==> src/rtl/pairload_pkg.sv <==
package pairload_pkg;
   localparam int INSN_W = 32;
   localparam int REG_W  = 5;
   localparam int IMM_W  = 7;
   localparam int SIZE_W = 3;

   typedef enum logic [1:0] {
      IDX_NONE   = 2'd0,
      IDX_POST   = 2'd1,
      IDX_OFFSET = 2'd2,
      IDX_PRE    = 2'd3
   } idx_mode_e;

   typedef struct packed {
      logic [REG_W-1:0]  dst_a;
      logic [REG_W-1:0]  dst_b;
      logic [REG_W-1:0]  base_reg;
      logic [IMM_W-1:0]  imm;
      logic [SIZE_W-1:0] size_code;
      logic              is_vec;
      logic              is_sgn;
      idx_mode_e         mode;
      logic              bad;
      logic              sp_base;
   } pair_dec_t;

   typedef enum logic [2:0] {
      ST_IDLE    = 3'd0,
      ST_ISSUE_A = 3'd1,
      ST_WAIT_A  = 3'd2,
      ST_ISSUE_B = 3'd3,
      ST_WAIT_B  = 3'd4,
      ST_DONE    = 3'd5
   } seq_state_e;
endpackage

==> src/rtl/pairload_decode.sv <==
module pairload_decode
   import pairload_pkg::*;
(
   input  logic [INSN_W-1:0] insn_i,
   output pair_dec_t         dec_o
);
   localparam int RT_LSB   = 0;
   localparam int RN_LSB   = 5;
   localparam int RT2_LSB  = 10;
   localparam int IMM_LSB  = 15;
   localparam int IDX_LSB  = 23;
   localparam int VEC_BIT  = 26;
   localparam int OPC_LSB  = 30;
   localparam logic [REG_W-1:0] SP_NUM = REG_W'((1 << REG_W) - 1);

   logic [1:0] opc;
   logic [2:0] idx;
   logic       vec;
   logic       opc_bad;
   logic       idx_bad;
   idx_mode_e  mode;
   logic       unused_fixed;

   assign opc = insn_i[OPC_LSB +: 2];
   assign idx = insn_i[IDX_LSB +: 3];
   assign vec = insn_i[VEC_BIT];
   assign opc_bad = (opc == 2'd3);
   assign unused_fixed = ^{insn_i[29:27], insn_i[22]};

   always_comb begin
      idx_bad = 1'b0;
      unique case (idx)
         3'b001:  mode = IDX_POST;
         3'b010:  mode = IDX_OFFSET;
         3'b011:  mode = IDX_PRE;
         default: begin
            mode    = IDX_NONE;
            idx_bad = 1'b1;
         end
      endcase
   end

   always_comb begin
      dec_o          = '0;
      dec_o.dst_a    = insn_i[RT_LSB  +: REG_W];
      dec_o.dst_b    = insn_i[RT2_LSB +: REG_W];
      dec_o.base_reg = insn_i[RN_LSB  +: REG_W];
      dec_o.imm      = insn_i[IMM_LSB +: IMM_W];
      dec_o.is_vec   = vec;
      dec_o.mode     = mode;
      dec_o.bad      = opc_bad | idx_bad;
      dec_o.sp_base  = (insn_i[RN_LSB +: REG_W] == SP_NUM) & ~(opc_bad | idx_bad);
      if (vec) begin
         dec_o.is_sgn = 1'b0;
         unique case (opc)
            2'd0:    dec_o.size_code = 3'd2;
            2'd1:    dec_o.size_code = 3'd3;
            2'd2:    dec_o.size_code = 3'd4;
            default: dec_o.size_code = 3'd2;
         endcase
      end else begin
         dec_o.is_sgn    = opc[0] & ~opc_bad;
         dec_o.size_code = opc[1] & ~opc_bad ? 3'd3 : 3'd2;
      end
   end
endmodule

==> src/rtl/pairload_addr.sv <==
module pairload_addr
   import pairload_pkg::*;
#(
   parameter int ADDR_W        = 64,
   parameter bit WB_VIA_SECOND = 1'b1
) (
   input  logic [ADDR_W-1:0] base_i,
   input  logic [IMM_W-1:0]  imm_i,
   input  logic [SIZE_W-1:0] size_i,
   input  idx_mode_e         mode_i,
   output logic [ADDR_W-1:0] first_o,
   output logic [ADDR_W-1:0] second_o,
   output logic [ADDR_W-1:0] wb_o
);
   localparam int EXT_W = ADDR_W - IMM_W;

   generate
      if (ADDR_W < 16 || ADDR_W > 128) begin : g_bad_width
         $error("pairload_addr: ADDR_W must lie in 16..128");
      end
   endgenerate

   logic [ADDR_W-1:0] off;
   logic [ADDR_W-1:0] step;

   assign off      = {{EXT_W{imm_i[IMM_W-1]}}, imm_i} << size_i;
   assign step     = ADDR_W'(1) << size_i;
   assign first_o  = (mode_i == IDX_POST) ? base_i : base_i + off;
   assign second_o = first_o + step;

   generate
      if (WB_VIA_SECOND) begin : g_wb_chain
         always_comb begin
            if (mode_i == IDX_POST) wb_o = second_o + off - step;
            else                    wb_o = second_o - step;
         end
      end else begin : g_wb_direct
         assign wb_o = base_i + off;
      end
   endgenerate
endmodule

==> src/rtl/pairload_ctrl.sv <==
module pairload_ctrl
   import pairload_pkg::*;
(
   input  logic clk_i,
   input  logic rst_ni,
   input  logic start_i,
   input  logic start_bad_i,
   input  logic rd_ready_i,
   input  logic rd_resp_i,
   output logic in_ready_o,
   output logic rd_req_o,
   output logic phase_b_o,
   output logic done_o
);
   seq_state_e state_q, state_d;

   always_comb begin
      state_d = state_q;
      unique case (state_q)
         ST_IDLE:    if (start_i)    state_d = start_bad_i ? ST_DONE : ST_ISSUE_A;
         ST_ISSUE_A: if (rd_ready_i) state_d = ST_WAIT_A;
         ST_WAIT_A:  if (rd_resp_i)  state_d = ST_ISSUE_B;
         ST_ISSUE_B: if (rd_ready_i) state_d = ST_WAIT_B;
         ST_WAIT_B:  if (rd_resp_i)  state_d = ST_DONE;
         ST_DONE:                    state_d = ST_IDLE;
         default:                    state_d = ST_IDLE;
      endcase
   end

   always_ff @(posedge clk_i or negedge rst_ni) begin
      if (!rst_ni) state_q <= ST_IDLE;
      else         state_q <= state_d;
   end

   assign in_ready_o = (state_q == ST_IDLE);
   assign rd_req_o   = (state_q == ST_ISSUE_A) | (state_q == ST_ISSUE_B);
   assign phase_b_o  = (state_q == ST_ISSUE_B);
   assign done_o     = (state_q == ST_DONE);

   // a pending request is not withdrawn before it is taken
   assert_req_hold_R9: assert property (@(posedge clk_i) disable iff (!rst_ni)
      (rd_req_o && !rd_ready_i) |=> rd_req_o);

   // completion lasts a single cycle
   assert_done_pulse_R10: assert property (@(posedge clk_i) disable iff (!rst_ni)
      done_o |=> !done_o);

   // an idle block is silent on the read port and completion
   assert_idle_quiet_R11: assert property (@(posedge clk_i) disable iff (!rst_ni)
      in_ready_o |-> (!rd_req_o && !done_o));
endmodule

==> src/rtl/pairload_unit.sv <==
module pairload_unit
   import pairload_pkg::*;
#(
   parameter int ADDR_W        = 64,
   parameter bit WB_VIA_SECOND = 1'b1
) (
   input  logic              clk_i,
   input  logic              rst_ni,
   input  logic              in_valid_i,
   output logic              in_ready_o,
   input  logic [31:0]       in_insn_i,
   input  logic [ADDR_W-1:0] in_base_i,
   output logic              rd_req_o,
   input  logic              rd_ready_i,
   output logic [ADDR_W-1:0] rd_addr_o,
   output logic [2:0]        rd_size_o,
   input  logic              rd_resp_i,
   output logic [4:0]        dst_first_o,
   output logic [4:0]        dst_second_o,
   output logic [2:0]        size_code_o,
   output logic              is_vector_o,
   output logic              is_signed_o,
   output logic [ADDR_W-1:0] addr_first_o,
   output logic [ADDR_W-1:0] addr_second_o,
   output logic              wb_en_o,
   output logic [ADDR_W-1:0] wb_value_o,
   output logic              align_req_o,
   output logic              illegal_o,
   output logic              done_o
);
   generate
      if (INSN_W != 32 || REG_W != 5 || SIZE_W != 3) begin : g_bad_pkg
         $error("pairload_unit: package widths do not match the port list");
      end
   endgenerate

   pair_dec_t         dec_d, dec_q;
   logic [ADDR_W-1:0] first_d, second_d, wb_d;
   logic [ADDR_W-1:0] first_q, second_q, wb_q;
   logic              accept;
   logic              phase_b;
   logic              unused_dec;

   pairload_decode u_decode (
      .insn_i (in_insn_i),
      .dec_o  (dec_d)
   );

   pairload_addr #(
      .ADDR_W        (ADDR_W),
      .WB_VIA_SECOND (WB_VIA_SECOND)
   ) u_addr (
      .base_i   (in_base_i),
      .imm_i    (dec_d.imm),
      .size_i   (dec_d.size_code),
      .mode_i   (dec_d.mode),
      .first_o  (first_d),
      .second_o (second_d),
      .wb_o     (wb_d)
   );

   pairload_ctrl u_ctrl (
      .clk_i       (clk_i),
      .rst_ni      (rst_ni),
      .start_i     (accept),
      .start_bad_i (dec_d.bad),
      .rd_ready_i  (rd_ready_i),
      .rd_resp_i   (rd_resp_i),
      .in_ready_o  (in_ready_o),
      .rd_req_o    (rd_req_o),
      .phase_b_o   (phase_b),
      .done_o      (done_o)
   );

   assign accept = in_valid_i & in_ready_o;

   always_ff @(posedge clk_i or negedge rst_ni) begin
      if (!rst_ni) begin
         dec_q    <= '0;
         first_q  <= '0;
         second_q <= '0;
         wb_q     <= '0;
      end else if (accept) begin
         dec_q    <= dec_d;
         first_q  <= first_d;
         second_q <= second_d;
         wb_q     <= wb_d;
      end
   end

   assign unused_dec    = ^{dec_q.imm, dec_q.base_reg};
   assign rd_addr_o     = phase_b ? second_q : first_q;
   assign rd_size_o     = dec_q.size_code;
   assign dst_first_o   = dec_q.dst_a;
   assign dst_second_o  = dec_q.dst_b;
   assign size_code_o   = dec_q.size_code;
   assign is_vector_o   = dec_q.is_vec;
   assign is_signed_o   = dec_q.is_sgn;
   assign addr_first_o  = first_q;
   assign addr_second_o = second_q;
   assign wb_value_o    = wb_q;
   assign wb_en_o       = done_o & ~dec_q.bad & (dec_q.mode != IDX_OFFSET);
   assign align_req_o   = dec_q.sp_base;
   assign illegal_o     = dec_q.bad;

   // an illegal word never reaches the read port
   assert_no_read_on_illegal_R3: assert property (@(posedge clk_i) disable iff (!rst_ni)
      illegal_o |-> !rd_req_o);

   // second request lands one element above the first address
   assert_second_addr_R6: assert property (@(posedge clk_i) disable iff (!rst_ni)
      (rd_req_o && phase_b) |-> (rd_addr_o == first_q + (ADDR_W'(1) << rd_size_o)));

   // any issued access has a size the encoding allows
   assert_size_legal_R2: assert property (@(posedge clk_i) disable iff (!rst_ni)
      rd_req_o |-> ((rd_size_o >= 3'd2) && (rd_size_o <= 3'd4)
                    && (is_vector_o || rd_size_o != 3'd4)
                    && (!is_signed_o || (!is_vector_o && rd_size_o == 3'd2))));

   // address holds while the request waits
   assert_addr_stable_R9: assert property (@(posedge clk_i) disable iff (!rst_ni)
      (rd_req_o && !rd_ready_i) |=> $stable(rd_addr_o));
endmodule

==> config.mk <==
export PLATFORM = sky130hd
export DESIGN_NAME = pairload_unit
export DESIGN_NICKNAME = d
export VERILOG_FILES = /design/src/rtl/pairload_pkg.sv /design/src/rtl/pairload_decode.sv /design/src/rtl/pairload_addr.sv /design/src/rtl/pairload_ctrl.sv /design/src/rtl/pairload_unit.sv
export SDC_FILE = /design/constraint.sdc
export NUM_CORES = 1
export LEC_CHECK = 0
export BUFFER_PORTS_ARGS = -buffer_cell sky130_fd_sc_hd__buf_2
export CORE_UTILIZATION = 59
export DETAILED_ROUTE_END_ITERATION = 16
export PLACE_DENSITY_LB_ADDON = 0.25
export SLEW_MARGIN = 10
export SYNTH_ARGS = -nofsm -noshare
export SYNTH_HDL_FRONTEND = slang
export SYNTH_SLANG_ARGS = --single-unit
export TNS_END_PERCENT = 30
==> constraint.sdc <==
create_clock -name clk_i -period 2.3 [get_ports clk_i]
set_input_delay 0.345 -clock clk_i [delete_from_list [all_inputs] [get_ports clk_i]]
set_output_delay 0.345 -clock clk_i [all_outputs]
set_load 0.05 [all_outputs]
==> qor.yml, run 1 <==
run_status:
  status: "did not finish"
  lastStage: "5_1_grt"
  error_line: "[ERROR GRT-0116] Global routing finished with congestion. Check the congestion regions in the DRC Viewer."
yosys:
  synthTopCellsByArea: "dfrtp_1, ha_1, nand2_1"
  synth_area_um2: 23100
  yosysWarningCount: 0
  ys_seq_elements: 214
  syn_inst: 2972
  async_flop_share_pct: 100
  avgSynthCellArea_um2: 7.76
  synth-edff-count: 0
  ys_seq_area_share_pct: 23.2
  ys.flop_type: "dfrtp_1"
  synth.distinct_cells: 116
  synth_top_area_cell: "dfrtp_1"
  synth_top_cell_area_share_pct: 23.2
floorplanning:
  initial_core_util_pct: 59.8
  die_h_um: 200
  row_count: 72
  pin_count: 381
  fp.dieW_um: 200
global_routing:
  grt_pass1_vias: 40100
  grt_max_degree: 194
  grt.overflow.total: 238
  grt_use_total_pct: 87.9
  grt_first_pass_wirelength_um: 262000
clock_tree:
  root_buffer: "clkbuf_16"
  cts_max_level: 1
  clockBufferDepth: 3
  cts_sinks: 214
  cts_buffers: 25
placement:
  place_area_um2: 32700
  routabilityCongestion: 1.11
  io_buffer_count: 376
  dp_hpwl_um: 80800
[layer usage]
| metal | global-route usage, % | GRT overflow |
|---|---|---|
| met5 | 67.7 | 7 |
| met4 | 83.8 | 91 |
| met3 | 81.5 | 35 |
| met2 | 97.1 | 90 |
| met1 | 87.5 | 15 |
[logic make-up after synthesis]
family | synth area share (%)
AOI/OAI and AO/OA | 24.3
xor gates and xnor gates | 7.17
adders and majority gates | 10.8
buffers and inverters | 6.19
DFF | 23.2
muxes | 4.96
other | 0.0326
and+or+nand+nor | 23.3
[metrics by stage]
stage | setup WS [ps] | instances
CTS | -4850 | 4837
global placement | -5450 | 4666
detailed placement | -5740 | 4666
floorplan | -5140 | 2992
[Yosys cell counts (41+ instances only)]
cell	count
nand3_1	75
a21oi_1	197
o21ai_0	274
xnor2_1	115
clkbuf_1	96
nor2_1	188
dfrtp_1	214
nand4_1	48
ha_1	182
a21o_1	91
mux2_2	75
xor2_1	70
nand2_1	433
nor3_1	50
inv_1	151
o211ai_1	41
[repair_timing]
action,4_1_cts
hold endpoints to repair,222
gates resized for setup,379
pin swaps,234
setup endpoints to repair,246
setup buffers,122
hold buffers,9
==> run 2, diff against run 1 <==
- CORE_UTILIZATION: 59 -> 40
- PLACE_DENSITY_LB_ADDON: 0.25 -> 0.15
==> run 2 against run 1 <==
Against the previous run:
- area after synthesis unchanged
- the flow now finishes, with violations (negative setup slack)
- synthesized cell count unchanged
==> qor.yml, run 2 <==
run_status:
  status: "complete, but fails checks"
  violations: "negative setup slack"
worst_setup_path:
  critPathRequiredTime_ps: 2760
  worst_path_max_delay_cell: "a2111oi_4"
  cp_max_fo: 6
  crit_type: "input pin to flip-flop"
  cp.arrival_ps: 8000
  cp_common_cell: "buf_6"
  critPathLaunchType: "input pin"
  critPathCaptureType: "flip-flop"
  cpPeakStageDelay_ps: 400
yosys:
  synth_most_common_cell: "nand2_1"
  ys.flop_type: "dfrtp_1"
  ys_seq_elements: 214
  synth_area_um2: 23100
  yosysWarningCount: 0
  synth_xor_xnor_area_share_pct: 7.17
  synth-simple-area-share_pct: 23.3
  ys_seq_area_share_pct: 23.2
  synthTopCellsByArea: "dfrtp_1, ha_1, nand2_1"
  synth_compound_area_share_pct: 24.3
  syn_inst: 2972
  synth_fa_ha_area_share_pct: 10.8
  async_flop_share_pct: 100
  synth_top_family_by_area: "compound AO/OA/AOI/OAI gates"
  synth-edff-count: 0
  synth_top_cell_area_share_pct: 23.2
  synth_top_area_cell: "dfrtp_1"
  synth.distinct_cells: 116
  muxShareOfSynthArea_pct: 4.96
  synthTopCellsByCount: "nand2_1, o21ai_0, dfrtp_1, a21oi_1, nor2_1"
  avgSynthCellArea_um2: 7.76
clock_tree:
  clk_latency_ps: 580
  cts_max_level: 1
  cts_buffers: 26
  clkSlewWorstSetupHoldPaths_ps: 60
  clockBufferDepth: 3
  root_buffer: "clkbuf_16"
  cts_tree: "done"
  cts_sinks: 214
global_routing:
  grt_max_degree: 89
  grt_first_pass_wirelength_um: 163000
  grt.overflow.total: 0
  grt_pass1_vias: 28000
  grt_use_total_pct: 35.5
  antenna_found_initial: 2
sta:
  layout_worst_path_cycle_share_pct: 327
  fmax_ghz: 0.133
  clock-skew-final_ps: 9.38
  tightestPinTransition_ps: 981
  rsz0062_at_grt: "yes"
  fin_ws_ps: -5230
  max_slew_margin_pct: 33.9
  drv_slew: 0
  finalSetupViolations: 247
  hold_viol: 0
  period_needed_ps: 7530
power:
  irDropWorstVdd_v: 0.00123
  power_density_nw_per_um2: 1200
  p_leak_nw: 18.3
worst_hold_path:
  hp-class: "input pin to flip-flop"
route:
  first_iter_violations: 2188
  drc: 0
  finalWirelength_um: 108000
  antenna_left: 0
  wire_per_inst_um: 21.1
  dr.pass1.iters: 5
  vias_per_cell: 5.57
  vias: 28500
floorplanning:
  fp.dieW_um: 242
  row_count: 87
  dieArea_um2: 58600
  die_h_um: 242
  core_um2: 56700
  pin_count: 381
  initial_core_util_pct: 40.7
finish:
  nets: 4630
  fill_cells: 4837
  multiInputGateArea_um2: 19100
  drive_gt1_share_pct: 47.2
  final_cell_mix: "buf_4, nand2_1, buf_2, dfrtp_1, o21ai_0"
  fin_cells: 5113
  regArea_um2: 5360
  areaGrowthSynthToFinish_pct: 62.3
  mostFrequentLayoutCell: "buf_4"
placement:
  dp_cells: 4950
  routabilityCongestion: 1.01
  dp_hpwl_um: 87000
  io_buffer_count: 376
  dp_slack_ps: -5970
flow_run:
  maxCapViolCount: 0
## run 2: cell counts after synthesis
No cell type changed its count.
## run 2: cells by family (layout without fill, tap and decap cells)
group,after synthesis,in the layout
simple gates,1079,1079
fa+ha+maj,193,193
buf+inv,311,1673
compound gates,881,881
other cells,2,25
mux,105,105
flops,214,214
xor+xnor,187,187
## run 2: repair_timing
item	CTS	global route
pin swaps	196	168
endpoints found under the hold margin	71	0
hold buffers	11	0
gates resized for setup	378	165
endpoints found under the setup margin	245	249
setup buffers	89	40
## run 2: routing by layer
| layer | wire length (um) | vias to the layer above | track usage (%) |
|---|---|---|---|
| met4 | 3350 | 2 | 10.6 |
| met1 | 49200 | 13900 | 51.0 |
| li1 | - | 13400 | - |
| met5 | 12 | - | 0 |
| met2 | 48100 | 1000 | 56.0 |
| met3 | 7210 | 185 | 3.50 |
## run 2: power breakdown
group          switching (W)  internal (W)
combinational         0.0210        0.0125
sequential           0.00164       0.00554
clock                0.00179       0.00218
total                 0.0245        0.0203
## run 2: layout make-up
type | count | share of cell area [%]
clock buffers | 33 | 1.89
clock inverters | 13 | 0.268
inverters | 153 | 1.56
flip-flops and latches | 214 | 14.3
repair buffers | 1474 | 28.5
multi-input cells | 2467 | 50.9
diodes | 3 | 0.0201
well taps | 756 | 2.53
## run 2: worst paths after layout
path	from	cells after the start	end	slack (ps)
max reg2reg	u_ctrl.state_q[1]$_DFFE_PN0P_	6	wb_value_o[45]$_DFFE_PN0P_	230
min in group asynchronous	rst_ni	2	wb_value_o[4]$_DFFE_PN0P_	350
max	in_insn_i[31]	42	wb_value_o[63]$_DFFE_PN0P_	-5230
max in group asynchronous	rst_ni	3	addr_second_o[1]$_DFFE_PN0P_	1190
min	in_insn_i[5]	3	align_req_o$_DFFE_PN0P_	30
min reg2reg	dst_first_o[4]$_DFFE_PN0P_	2	dst_first_o[4]$_DFFE_PN0P_	470
## run 2: per-stage QoR
stage                     area (um^2)  util, %  hold WS (ps)  power, W  TNS (ps)
after global placement          33300     58.7           361    0.0366   -536670
after CTS                       36400     64.2          8.22    0.0434   -421150
after detailed placement        33300     58.7           374    0.0371   -558560
after floorplan                 23900        -          49.4    0.0263   -457850
after global routing            37400     66.0          31.2    0.0470   -497900
final                           37400     66.0          28.0    0.0447   -457530
## run 2: worst max-delay path: cells and delay by family
| kind | cells | cell delay [ps] |
|---|---|---|
| AO/OA/AOI/OAI | 14 | 2820 |
| XOR/XNOR | 3 | 530 |
| adder cells (fa/ha/maj) | 4 | 1050 |
| buffers and inverters | 10 | 1150 |
| multiplexers | 1 | 220 |
| AND/OR/NAND/NOR | 10 | 1880 |
No activity file was read; power rests on OpenSTA's default activity.
==> run 3, diff against run 2 <==
- clock period: 2.3 -> 7.11 ns (I/O delays scaled with it)
==> run 3 against run 2 <==
Against the previous run:
- the flow still finishes with violations (negative setup slack)
- sequential cell count unchanged
- sequential power decreased by 68%
- cell count decreased by 2.3%
- via count decreased by 3.0%
- utilization decreased by 4.2 points
- design area decreased by 6.3%
- worst hold slack improved by 420 ps
- setup slack improved by 4400 ps
- clock power decreased by 65%
- die area unchanged
- critical path type unchanged
- largest cell class unchanged
==> qor.yml, run 3 (same netlist as run 2, synthesis figures left out) <==
power:
  power_density_nw_per_um2: 390
  power_frac_comb_pct: 73.1
  swShare_pct: 55.0
  p_clk_share_pct: 10.0
  p_sw_w: 0.00752
  irDropWorstVdd_v: 0.000356
  p_seq_share_pct: 16.8
  p_int_w: 0.00616
  p_leak_nw: 17.3
route:
  wire_per_inst_um: 20.9
  vias: 27600
  drc: 0
  first_iter_violations: 1876
  antenna_left: 0
  finalWirelength_um: 104000
  dr.pass1.iters: 5
  vias_per_cell: 5.53
placement:
  place_area_um2: 32400
  dp_cells: 4881
  dp_hpwl_um: 85000
  io_buffer_count: 376
  routabilityCongestion: 0.996
sta:
  clock-skew-final_ps: 13.9
  fin_ws_ps: -850
  tightestPinTransition_ps: 1320
  max_slew_margin_pct: 11.0
  drv_slew: 0
  finalSetupViolations: 30
  fmax_ghz: 0.126
  hold_viol: 0
  period_needed_ps: 7960
  rsz0062_at_grt: "yes"
  layout_worst_path_cycle_share_pct: 112
global_routing:
  grt_first_pass_wirelength_um: 158000
  grt_pass1_vias: 27000
  grt.overflow.total: 0
  antenna_found_initial: 1
  grt_use_total_pct: 34.6
  grt_max_degree: 130
finish:
  nets: 4518
  antenna_cells: 0
  final_util_pct: 61.8
  fin_cells: 4997
  fill_cells: 5143
  fin_area_um2: 35100
  mostFrequentLayoutCell: "buf_4"
  multiInputGateArea_um2: 17900
  regArea_um2: 5360
  areaGrowthSynthToFinish_pct: 52.0
  drive_gt1_share_pct: 42.2
  final_cell_mix: "buf_4, nand2_1, buf_2, o21ai_0, dfrtp_1"
floorplanning:
  die_h_um: 242
  initial_core_util_pct: 40.7
  fp.dieW_um: 242
  dieArea_um2: 58600
  row_count: 87
  pin_count: 381
  core_um2: 56700
clock_tree:
  cts_buffers: 26
  cts_max_level: 1
  cts_sinks: 214
  root_buffer: "clkbuf_16"
  clockBufferDepth: 3
  clk_latency_ps: 590
  cts_hold_buffers: 0
  cts_tree: "done"
  clkSlewWorstSetupHoldPaths_ps: 60
worst_setup_path:
  worst_path_max_delay_cell: "or4b_4"
  reg2reg_from: "u_ctrl.state_q[1]$_DFFE_PN0P_"
  crit_type: "input pin to flip-flop"
  r2r_slack_ps: 4320
  critPathCaptureType: "flip-flop"
  cp_common_cell: "buf_6"
  cp.arrival_ps: 8430
  critPathRequiredTime_ps: 7580
  cpPeakStageDelay_ps: 630
  cp_max_fo: 6
  rr_worst_depth: 6
  critPathLaunchType: "input pin"
  r2r-end: "wb_value_o[32]$_DFFE_PN0P_"
flow_run:
  maxCapViolCount: 0
run_status:
  status: "complete, but fails checks"
  violations: "negative setup slack"
worst_hold_path:
  hp-class: "input pin to asynchronous set/reset pin"
## run 3: area by class of cell
type,instances,share of cell area (%)
multi-input cells,2467,51.0
repair buffers,1362,26.9
flip-flops and latches,214,15.3
well taps,756,2.70
clock buffers,34,2.06
inverters,153,1.67
clock inverters,11,0.350
## run 3: power by group through the flow
stage	clock network, W	logic (W)	registers (W)
5_1_grt	0.00143	0.0106	0.00237
3_3_place_gp	0	0.00936	0.00228
4_1_cts	0.00139	0.00974	0.00229
6_report	0.00137	0.0100	0.00230
3_5_place_dp	0	0.00944	0.00230
2_1_floorplan	0	0.00447	0.00393
## run 3: critical path, delay by kind of cell
family	cells	cell delay, ps
multiplexers	1	250
buffers and inverters	6	740
XOR/XNOR	3	440
adder cells (fa/ha/maj)	2	560
AND/OR/NAND/NOR	8	2190
AO/OA/AOI/OAI	20	3150
## run 3: metrics by stage
stage | power, W | setup slack (ps) | setup TNS (ps) | hold slack (ps)
floorplan | 0.00841 | -1070 | -15060 | 435
global placement | 0.0116 | -1680 | -46420 | 452
detailed placement | 0.0117 | -1800 | -49310 | 461
CTS | 0.0134 | -823 | -7910 | 475
global route | 0.0144 | -1200 | -22610 | 491
finish | 0.0137 | -850 | -11760 | 445
## run 3: worst max-delay path by stage
stage	start	to	slack, ps	cells past startpoint
5_1_grt	in_insn_i[31]	wb_value_o[63]$_DFFE_PN0P_	-1200	37
2_1_floorplan	in_insn_i[25]	wb_value_o[63]$_DFFE_PN0P_	-1070	41
4_1_cts	in_insn_i[30]	wb_value_o[63]$_DFFE_PN0P_	-820	38
3_5_place_dp	in_insn_i[30]	wb_value_o[63]$_DFFE_PN0P_	-1800	42
6_report	in_insn_i[31]	wb_value_o[63]$_DFFE_PN0P_	-850	40
3_3_place_gp	in_insn_i[30]	wb_value_o[63]$_DFFE_PN0P_	-1680	41
## run 3: timing repair
action,CTS,global route
setup endpoints to repair,41,44
hold endpoints to repair,0,0
cloned,0,0
setup buffers,53,24
pin swaps,103,81
gates resized for setup,164,124
## run 3: layer usage
layer / vias up / share of wire (%) / track usage (%)
met2: 900 / 44 / 54.4
met3: 145 / 6.7 / 5.03
met5: - / 0.012 / 0
met1: 13400 / 47 / 49.9
met4: 2 / 2.2 / 7.30
li1: 13200 / - / -
